## config.mk

```make
export PLATFORM = sky130hd
export DESIGN_NAME = run_ctl_sync
export DESIGN_NICKNAME = d
export VERILOG_FILES = /design/src/rtl/run_ctl_pkg.sv /design/src/rtl/run_ctl_oneshot.sv /design/src/rtl/run_ctl_capture.sv /design/src/rtl/run_ctl_runff.sv /design/src/rtl/run_ctl_sync.sv
export SDC_FILE = /design/constraint.sdc
export NUM_CORES = 1
export LEC_CHECK = 0
export ABC_CLOCK_PERIOD_IN_PS = 2100
export BUFFER_PORTS_ARGS = -buffer_cell sky130_fd_sc_hd__buf_2
export CAP_MARGIN = 20
export CORE_AREA = 2 2 39 41
export CTS_CLUSTER_DIAMETER = 80
export CTS_CLUSTER_SIZE = 12
export DETAILED_ROUTE_END_ITERATION = 8
export DIE_AREA = 0 0 41 43
export PLACE_DENSITY = 0.72
export SYNTH_ARGS = -nofsm -noshare
export SYNTH_HDL_FRONTEND = slang
export SYNTH_SLANG_ARGS = --single-unit
```

## constraint.sdc

```tcl
create_clock -name clk -period 2.1 [get_ports clk]
set_input_delay 0.42 -clock clk [delete_from_list [all_inputs] [get_ports clk]]
set_output_delay 0.42 -clock clk [all_outputs]
set_load 0.05 [all_outputs]
```

## src/rtl/run_ctl_pkg.sv

```systemverilog
package run_ctl_pkg;

   typedef enum logic {
      MODE_STEP = 1'b0,
      MODE_FREE = 1'b1
   } run_mode_e;

   typedef enum logic {
      CAP_LEVEL = 1'b0,
      CAP_RISE  = 1'b1
   } cap_kind_e;

   // start outranks every single-cycle request
   function automatic run_mode_e pick_mode(input logic start_req);
      return start_req ? MODE_FREE : MODE_STEP;
   endfunction

endpackage

```

## src/rtl/run_ctl_oneshot.sv

```systemverilog
module run_ctl_oneshot #(
   parameter int ONESHOT_CYC = 500
) (
   input  logic clk,
   input  logic rst_n,
   input  logic fire,
   output logic active,
   output logic expire
);
   localparam int CNT_W = (ONESHOT_CYC > 2) ? $clog2(ONESHOT_CYC) : 1;
   localparam logic [CNT_W-1:0] LOAD_VAL = CNT_W'(ONESHOT_CYC - 1);

   if (ONESHOT_CYC < 2) begin : g_bad_len
      $error("run_ctl_oneshot: ONESHOT_CYC must be at least 2");
   end

   logic [CNT_W-1:0] cnt_q;
   logic             act_q;

   // trailing end of the interval: last counted cycle
   assign expire = act_q && (cnt_q == '0);
   assign active = act_q;

   always_ff @(posedge clk) begin
      if (!rst_n) begin
         act_q <= 1'b0;
         cnt_q <= '0;
      end else if (fire && !act_q) begin
         act_q <= 1'b1;
         cnt_q <= LOAD_VAL;
      end else if (expire) begin
         act_q <= 1'b0;
      end else if (act_q) begin
         cnt_q <= cnt_q - 1'b1;
      end
   end
endmodule

```

## src/rtl/run_ctl_capture.sv

```systemverilog
module run_ctl_capture
   import run_ctl_pkg::*;
#(
   parameter cap_kind_e CAPTURE = CAP_LEVEL
) (
   input  logic clk,
   input  logic rst_n,
   input  logic run_clk,
   input  logic strobe,
   output logic pend,
   output logic sync_q,
   output logic qual
);
   if (CAPTURE == CAP_RISE) begin : g_rise
      logic rc_q;
      always_ff @(posedge clk) begin
         if (!rst_n) rc_q <= 1'b0;
         else        rc_q <= run_clk;
      end
      assign qual = run_clk && !rc_q;
   end else begin : g_level
      assign qual = run_clk;
   end

   logic pend_q;
   logic sy_q;

   always_ff @(posedge clk) begin
      if (!rst_n) begin
         pend_q <= 1'b0;
         sy_q   <= 1'b0;
      end else begin
         if (strobe)
            pend_q <= 1'b1;
         else if (pend_q && qual)
            pend_q <= 1'b0;
         // sync stage is a single-cycle pulse handing off to RUN
         sy_q <= pend_q && qual && !sy_q;
      end
   end

   assign pend   = pend_q;
   assign sync_q = sy_q;
endmodule

```

## src/rtl/run_ctl_runff.sv

```systemverilog
module run_ctl_runff
   import run_ctl_pkg::*;
(
   input  logic      clk,
   input  logic      rst_n,
   input  logic      mode_load,
   input  run_mode_e mode_in,
   input  logic      set_run,
   input  logic      cyc_done,
   input  logic      halt,
   output logic      run,
   output logic      mode_free
);
   run_mode_e mode_q;
   logic      run_q;
   logic      clr;

   assign clr = run_q && (halt || ((mode_q == MODE_STEP) && cyc_done));

   always_ff @(posedge clk) begin
      if (!rst_n) begin
         mode_q <= MODE_STEP;
         run_q  <= 1'b0;
      end else begin
         if (mode_load)
            mode_q <= mode_in;
         if (set_run)
            run_q <= 1'b1;
         else if (clr)
            run_q <= 1'b0;
      end
   end

   assign run       = run_q;
   assign mode_free = (mode_q == MODE_FREE);
endmodule

```

## src/rtl/run_ctl_sync.sv

```systemverilog
module run_ctl_sync
   import run_ctl_pkg::*;
#(
   parameter int        ONESHOT_CYC = 500,
   parameter cap_kind_e CAPTURE     = CAP_LEVEL
) (
   input  logic clk,
   input  logic rst_n,
   input  logic run_clk,
   input  logic req_start,
   input  logic req_cont,
   input  logic req_read,
   input  logic req_store,
   input  logic cyc_done,
   input  logic halt,
   output logic run
);
   logic any_req;
   logic idle;
   logic accept;
   logic os_active;
   logic os_expire;
   logic pend;
   logic sync_q;
   logic rclk_qual;
   logic mode_free;

   assign any_req = req_start || req_cont || req_read || req_store;
   assign idle    = !os_active && !pend && !sync_q && !run;
   assign accept  = any_req && idle;

   run_ctl_oneshot #(.ONESHOT_CYC(ONESHOT_CYC)) u_os (
      .clk    (clk),
      .rst_n  (rst_n),
      .fire   (accept),
      .active (os_active),
      .expire (os_expire)
   );

   run_ctl_capture #(.CAPTURE(CAPTURE)) u_cap (
      .clk     (clk),
      .rst_n   (rst_n),
      .run_clk (run_clk),
      .strobe  (os_expire),
      .pend    (pend),
      .sync_q  (sync_q),
      .qual    (rclk_qual)
   );

   run_ctl_runff u_run (
      .clk       (clk),
      .rst_n     (rst_n),
      .mode_load (accept),
      .mode_in   (pick_mode(req_start)),
      .set_run   (sync_q),
      .cyc_done  (cyc_done),
      .halt      (halt),
      .run       (run),
      .mode_free (mode_free)
   );
endmodule

```

== Word level (Yosys, flattened, before mapping) ==
Index checks and enable logic that the tools add are counted.
Word-level totals
  register bits after elaboration: 14
  latch bits: 0
  bits in writable memories: 0
  ROM bits: 0
  input bits: 9
  output and inout bits: 1
  word-level logic and storage cells: 48
  memories: 0
Operators by class
  $add $sub $neg: 1
  $mul: 0
  div/mod/pow operators: 0
  $lt $le $gt $ge: 0
  eq/ne operators: 1
  shifts and indexed selects: 0
  multiplexer cells: 10
  bitwise gates (word level): 3
  reduce and logical (&&, ||, !) cells: 26
Operators by type and width (number)
  $mux 9: 3
  $logic_and 1x1->1: 10
  $logic_not 9->1: 1
  $sub 9x1->9 const B: 1
  $reduce_bool 2->1: 4
  $mux 1: 7
  $logic_not 1->1: 4
  $logic_or 1x1->1: 4
  $reduce_and 2->1: 2
  $not 1->1: 3
  $ne 2x1->1 const B: 1
  $reduce_or 2->1: 1

== Depth between registers and ports, before layout ==
Gate-level depths: netlist (run 1).
  depth in word-level cells: 8
  mapped depth: 5
  mapped depth without buffers: 5

== Modules after synthesis ==
From an unflattened synthesis (run 1), not the netlist that was laid out.
Unflattened totals
  cells, all modules: 77
  area, all modules: 684.4 um2
By module, submodules not included
  run_ctl_oneshot: instances 1, cells each 61, area an instance 516.7 um2, seq. area each 200.2 um2
  run_ctl_runff: instances 1, cells each 7, area an instance 77.6 um2, seq. area each 40.0 um2
  run_ctl_capture: instances 1, cells each 6, area an instance 72.6 um2, seq. area each 40.0 um2
  run_ctl_sync: instances 1, cells each 3, area an instance 17.5 um2, seq. area each 0.0 um2

== Worst setup path after synthesis (run 1) ==
No wires, ideal clock.
  path kind: flip-flop to flip-flop
  from: register u_os.cnt_q[0]
  to: register u_os.cnt_q[1]
  library setup time: 91 ps
  data arrival time: 1618 ps
  required time: 2009 ps
  path slack: 391 ps
  stages on the path, launching flop included: 6
  path buffers: 0
  clock period less this slack: 1709 ps
  path through: dfxtp_1 -> inv_1 -> ha_1 -> or3b_2 -> o311a_2 -> a311oi_1
Between the ends
  longest elaborated chain between the ends: 4
  elaborated cells on any way between the ends: 8
  those cells by class: add/sub: 1; eq/ne: 1; mux: 3; reduce/logical: 3
Ends and longest elaborated chain
  start: declaration: line run_ctl_oneshot.sv:17  | logic [CNT_W-1:0] cnt_q;
  start signal: assignment: line run_ctl_oneshot.sv:34  | cnt_q <= cnt_q - 1'b1;
  $sub 9x1->9 or $logic_not 9->1 (tied branches): line run_ctl_oneshot.sv:34, run_ctl_oneshot.sv:21
  $mux 9 or $logic_and 1x1->1 (tied branches): line run_ctl_oneshot.sv:33, run_ctl_oneshot.sv:21
  $mux 9 or $ne 2x1->1 (tied branches)
  $mux 9 or $reduce_and 2->1 (tied branches)
Parallel ways exist; a longest one is shown, timed or not. The select of a mux whose other input is x is not followed.
A chain may end at the register's enable or synchronous reset.

== Worst setup path in the final report (run 1) ==
Same ends and word-level chain as after synthesis.

==> results of run 1 <==
area by class of cell:
class,instances,area share
Clock buffer,3,0.0297
Multi-Input combinational cell,53,0.486
Inverter,4,0.0198
Sequential cell,14,0.369
Timing Repair Buffer,10,0.0692
Tap cell,16,0.0264
power by group:
| group | switching [uW] | leakage (uW) | internal, uW |
|---|---|---|---|
| Clock | 87.3 | 0.0000138 | 66.6 |
| Sequential | 25.3 | 0.000116 | 289 |
| Combinational | 64.3 | 0.000164 | 56.5 |
Yosys cell counts (2+ instances only):
cell,n,area share
a2111o_1,2,0.033
a21oi_1,7,0.052
nand2b_1,2,0.019
nor2_1,2,0.011
a31oi_1,5,0.046
nand2_1,5,0.028
inv_1,4,0.022
o311a_2,2,0.033
dfxtp_1,14,0.42
o21ai_0,5,0.037
or4b_1,2,0.030
nor4_1,3,0.028
or4_1,3,0.033
o31ai_1,3,0.033
state kept, by name, indices dropped and copies added, names as in the netlist:
name,flops
u_cap.sync_q,1
u_cap.pend,1
u_run.mode_free,1
u_os.active,1
u_os.cnt_q,9
u_run.run,1
worst register-to-register path, stage by stage, from the launching register on:
cell and delay, ns:
dfxtp_1 0.34, inv_1 0.06, ha_1 0.22, or3b_2 0.51
o311a_2 0.39, a311oi_1 0.24
cell families (layout without fill, tap and decap cells):
family                   after synthesis  count (layout)  synth area share
flip-flops                            14              14             0.416
adder cells (fa/ha/maj)                1               1            0.0186
buffers and inverters                  6              17            0.0353
AO/OA/AOI/OAI                         28              28             0.288
AND/OR/NAND/NOR                       24              24             0.242
per-layer routing:
metal	part of all wire	global-route usage	wire length, um
met1	0.44	0.243	631
met2	0.51	0.325	722
met3	0.033	0.0314	47
met4	0.020	0.120	28
met5	0	0	0
path summary, 6_finish.rpt:
| path | start | end | cells after the start |
|---|---|---|---|
| worst max-delay path | u_os.cnt_q[0]$_SDFFE_PN0P_ | u_os.cnt_q[1]$_SDFFE_PN0P_ | 5 |
| worst min-delay path | req_start | u_run.mode_free$_SDFFE_PN0P_ | 3 |
| worst max register to register | u_os.cnt_q[0]$_SDFFE_PN0P_ | u_os.cnt_q[1]$_SDFFE_PN0P_ | 5 |
| worst min register to register | u_run.mode_free$_SDFFE_PN0P_ | u_run.mode_free$_SDFFE_PN0P_ | 2 |
metrics by stage:
step / instances / setup slack, ns / hold slack, ns / util / power (uW)
finish: 100 / 0.249 / 0.397 / 0.549 / 589
global route: 100 / 0.123 / 0.424 / 0.549 / 616
CTS: 100 / 0.250 / 0.394 / 0.549 / 592
detailed placement: 97 / 0.276 / 0.464 / 0.533 / 440
global placement: 97 / 0.341 / 0.464 / 0.533 / 435
floorplan: 73 / 0.391 / 0.448 / - / 404
==> summary.txt, run 1 <==
Outcome
  • Outcome: finished, final reports clean

Clock tree
  • CTS tree: done
  • Postcts setup bufs: 0
  • Worst-skew pair later-pin latency: 0.28 ns
  • Clock Path Buffers: 2
  • Clock transition at path regs: 0.08 ns
  • CTS resizes: 0
  • Total CTS buffers: 3
  • Clk sinks: 14
  • Clock root cell: clkbuf_4
  • Hold_buf cts: 0
  • H-tree lvl count: 1

Synth
  • Seq/Total Area, Yosys: 0.416
  • Syn_area_per_cell: 9.22 um^2
  • Post-Synthesis Cells: 73
  • Post-synth cell types: 28
  • Yosys warnings: 0
  • Asr flop ratio synth: 0
  • Flops & latches, synth: 14
  • Syn_nets: 83
  • Top FF cell, synth: dfxtp_1
  • Syn Std Cell Area: 673 um^2
  • Post-synth EDFFs: 0

Power
  • P per Cell Area: 775 mW/mm^2
  • Static Leak: 0.000293 uW
  • Worst vdd ir: 0.398 mV

Detailed routing
  • Wirelength per Cell: 14.3 um
  • DRC violation count after routing: 0
  • Routed via count: 613
  • Routed wire length: 1430 um
  • Remaining antenna violation count: 0
  • Post-DR vias/cell: 6.13
  • DR pass1 iterations: 4
  • 1st-iter DRT viols: 8

Floorplan
  • Core ar.: 0.00138 mm^2
  • Initial core utilization: 0.486
  • Die span in y: 43 um
  • Die width: 41 um
  • Std-Cell Rows: 14
  • IO Pins: 10
  • DIE AREA: 0.00176 mm^2

Layout
  • # fillers: 126
  • Most frequent cells in the layout: dfxtp_1 (14), buf_2 (9), a21oi_1 (7)
  • Reg area: 280 um^2
  • # nets final: 96
  • Area of the multi-input gates: 369 um^2
  • Layout area overhead: 12.8%
  • N_diodes: 0
  • Ratio of cells with drive above 1 in the final layout: 0.250
  • Commonest non-fill, non-tap cell in the layout: dfxtp_1
  • Cell area after layout: 759 um^2

Setup path
  • Class of the most critical setup path: flop to flop
  • Critical path's slowest cell: or3b_2
  • CP max stage delay: 0.51 ns
  • Buffer and inverter count on the worst path: 1
  • Arr. time, crit path: 2.05 ns
  • Req. time, crit path: 2.29 ns
  • CP startpoint kind: flop
  • Critical path endpoint category: flop
  • R2r setup slk: 0.25 ns
  • Worst-path cell chain: inv_1, ha_1, or3b_2, o311a_2, a311oi_1
  • Worst Path Max Fanout: 5
  • CP top delay family: compound AO/OA/AOI/OAI gates

Timing
  • Clock Skews: 0.00160 ns
  • Highest clock rate: 540 MHz
  • Max-slew violation count: 0
  • Unrepaired setup endpoints after global routing: no
  • Period utilisation layout: 0.881
  • Setup-failing EPs final: 0
  • Setup TNS: 0 ns
  • Worst Tran Pin Value: 0.456 ns
  • Final hold viol count: 0
  • Crit path time final: 1.85 ns
  • Slew headroom: 0.693

GRT
  • GRT overflow: 0
  • Total GRT Usage: 0.204
  • Antenna violations before repair: 0
  • Vias in the first global route: 600
  • Pin count of the biggest net entering global routing: 12
  • First-pass GRT wire length: 2440 um

Min path
  • Min-delay worst type: primary input to flop

Flow run
  • Max-cap violation count: 0

Placement
  • Final GP Congestion: 0.756
  • DP HPWL: 1040 um
  • Port bufs: 9
  • Area post-placement: 737 um^2
Power figures use the tool's default switching activity.
==> inputs of run 2 (changes only) <==
--- a/config.mk
+++ b/config.mk
@@ -6,14 +6,15 @@
 export NUM_CORES = 1
 export LEC_CHECK = 0
 export ABC_CLOCK_PERIOD_IN_PS = 2100
-export BUFFER_PORTS_ARGS = -buffer_cell sky130_fd_sc_hd__buf_2
 export CAP_MARGIN = 20
 export CORE_AREA = 2 2 39 41
 export CTS_CLUSTER_DIAMETER = 80
 export CTS_CLUSTER_SIZE = 12
 export DETAILED_ROUTE_END_ITERATION = 8
 export DIE_AREA = 0 0 41 43
-export PLACE_DENSITY = 0.72
+export DONT_BUFFER_PORTS = 1
+export PLACE_DENSITY = 0.66
+export RECOVER_POWER = 25
 export SYNTH_ARGS = -nofsm -noshare
 export SYNTH_HDL_FRONTEND = slang
 export SYNTH_SLANG_ARGS = --single-unit
==> summary.txt, run 2 (same netlist as run 1, synthesis figures left out) <==
Min path
  • Min-delay worst type: primary input to flop
  • WHS Path Cells: 2 (-1)

Detailed routing
  • Routed via count: 579 (-5.5%)
  • Remaining antenna violation count: 0 (unchanged)
  • Wirelength per Cell: 13.3 um (-6.7%)
  • Routed wire length: 1250 um (-12%)
  • Post-DR vias/cell: 6.16 (+0.48%)
  • 1st-iter DRT viols: 2 (-6)
  • DR pass1 iterations: 3 (-1)
  • DRC violation count after routing: 0 (unchanged)

Timing
  • Highest clock rate: 548 MHz (+1.5%)
  • Setup-failing EPs final: 0 (unchanged)
  • Crit path time final: 1.82 ns (-0.0272 ns)
  • Max-slew violation count: 0 (unchanged)
  • Unrepaired setup endpoints after global routing: no
  • Setup TNS: 0 ns (unchanged)
  • Clock Skews: 0.00837 ns (+0.00678 ns)
  • Final hold viol count: 0 (unchanged)
  • Period utilisation layout: 0.868 (-0.0130)
  • Slew headroom: 0.584 (-0.109)
  • Worst Tran Pin Value: 0.624 ns (+0.168 ns)

Setup path
  • Critical path's slowest cell: or3b_2
  • CP startpoint kind: flop
  • Class of the most critical setup path: flop to flop
  • Critical path endpoint category: flop
  • Arr. time, crit path: 2.03 ns (-0.02 ns)
  • Cells on worst reg2reg path: 5 (unchanged)
  • Worst Path Max Fanout: 5 (unchanged)
  • Worst-path cell chain: inv_1, ha_1, or3b_2, o311a_2, a311oi_1
  • CP max stage delay: 0.51 ns (about the same)
  • Req. time, crit path: 2.31 ns (+0.02 ns)

Floorplan
  • Initial core utilization: 0.486 (unchanged)
  • Std-Cell Rows: 14 (unchanged)
  • Die span in y: 43 um (unchanged)
  • Core ar.: 0.00138 mm^2 (unchanged)
  • IO Pins: 10 (unchanged)
  • Die width: 41 um (unchanged)
  • DIE AREA: 0.00176 mm^2 (unchanged)

Layout
  • # nets final: 89 (-7.3%)
  • Largest register by flop count: u_os.cnt_q
  • Cell area after layout: 739 um^2 (-2.6%)
  • Ratio of cells with drive above 1 in the final layout: 0.179 (-0.0705)
  • # fillers: 135 (+7.1%)
  • Most frequent cells in the layout: dfxtp_1 (14), a21oi_1 (7), nand2_1 (5), o21ai_0 (5), a31oi_1 (5)
  • Max FFs per register: 9 (unchanged)
  • Commonest non-fill, non-tap cell in the layout: dfxtp_1
  • Layout area overhead: 9.85%
  • N_diodes: 0 (unchanged)

Outcome
  • Outcome: finished, final reports clean

Clock tree
  • Postcts setup bufs: 0 (unchanged)
  • H-tree lvl count: 1 (unchanged)
  • Clock root cell: clkbuf_4
  • Worst-skew pair later-pin latency: 0.29 ns (about the same)
  • Hold_buf cts: 0 (unchanged)
  • Total CTS buffers: 3 (unchanged)
  • Clk sinks: 14 (unchanged)
  • CTS resizes: 0 (unchanged)
  • Clock Path Buffers: 2 (unchanged)
  • Clock transition at path regs: 0.09 ns (about the same)
  • CTS tree: done

Placement
  • DP HPWL: 927 um (-11%)
  • Area post-placement: 707 um^2 (-4.1%)
  • Final GP Congestion: 0.728 (-3.6%)
  • Port bufs: 0 (-9)

GRT
  • First-pass GRT wire length: 2300 um (-5.4%)
  • M1 GR Usage: 0.257 (+0.0148)
  • Antenna violations before repair: 0 (unchanged)
  • Total GRT Usage: 0.191 (-0.0127)
  • Pin count of the biggest net entering global routing: 12 (unchanged)
  • Grt peak-use layer: met2
  • Vias in the first global route: 558 (-7.0%)
  • GRT overflow: 0 (unchanged)
  • GR Util met2: 0.281 (-0.0438)
  • Met3 usage: 0.0314 (unchanged)

Power
  • Worst vdd ir: 0.334 mV (-16%)
  • Static Leak: 0.000269 uW (-8.2%)
  • P per Cell Area: 843 mW/mm^2 (+8.8%)

Flow run
  • Max-cap violation count: 0 (unchanged)
==> run 2: power breakdown <==
group          internal [uW]  switching (uW)
logic                   54.2            59.4
registers                289            24.1
clock network            106            91.7
total                    448             175
==> run 2: area by class of cell <==
class	count	area [um^2]	area share
clock buffer	4	36.3	0.0491
sequential	14	280	0.379
timing repair buffer	3	18.8	0.0254
inverter	4	15.0	0.0203
multi-input combinational	53	369	0.499
tap	16	20.0	0.0271
==> run 2: worst paths after layout <==
path / startpoint / end / slack (ns)
worst min register to register: u_run.mode_free$_SDFFE_PN0P_ / u_run.mode_free$_SDFFE_PN0P_ / 0.48
worst min-delay path: req_start / u_run.mode_free$_SDFFE_PN0P_ / 0.27
worst max-delay path: u_os.cnt_q[0]$_SDFFE_PN0P_ / u_os.cnt_q[1]$_SDFFE_PN0P_ / 0.28
worst max register to register: u_os.cnt_q[0]$_SDFFE_PN0P_ / u_os.cnt_q[1]$_SDFFE_PN0P_ / 0.28
==> run 2: worst max-delay path: cells and delay by family (launching register included) <==
family / cells / cell delay, ns
buf+inv: 1 / 0.06
compound gates: 2 / 0.61
flops: 1 / 0.34
simple gates: 1 / 0.51
fa+ha+maj: 1 / 0.21
==> run 2: through the flow <==
step	util	power, uW	cells	hold slack [ns]	worst slack (ns)
after floorplan	-	404	73	0.448	0.391
after global placement	0.511	432	90	0.467	0.323
after detailed placement	0.511	433	90	0.465	0.301
after CTS	0.537	630	94	0.266	0.276
after global routing	0.534	657	94	0.291	0.136
final	0.534	624	94	0.270	0.276
==> run 2: routing by layer <==
| layer | routed length, um | vias up |
|---|---|---|
| li1 | - | 301 |
| met2 | 568 | 11 |
| met1 | 612 | 264 |
| met3 | 48 | 3 |
| met5 | 0 | - |
| met4 | 23 | 0 |
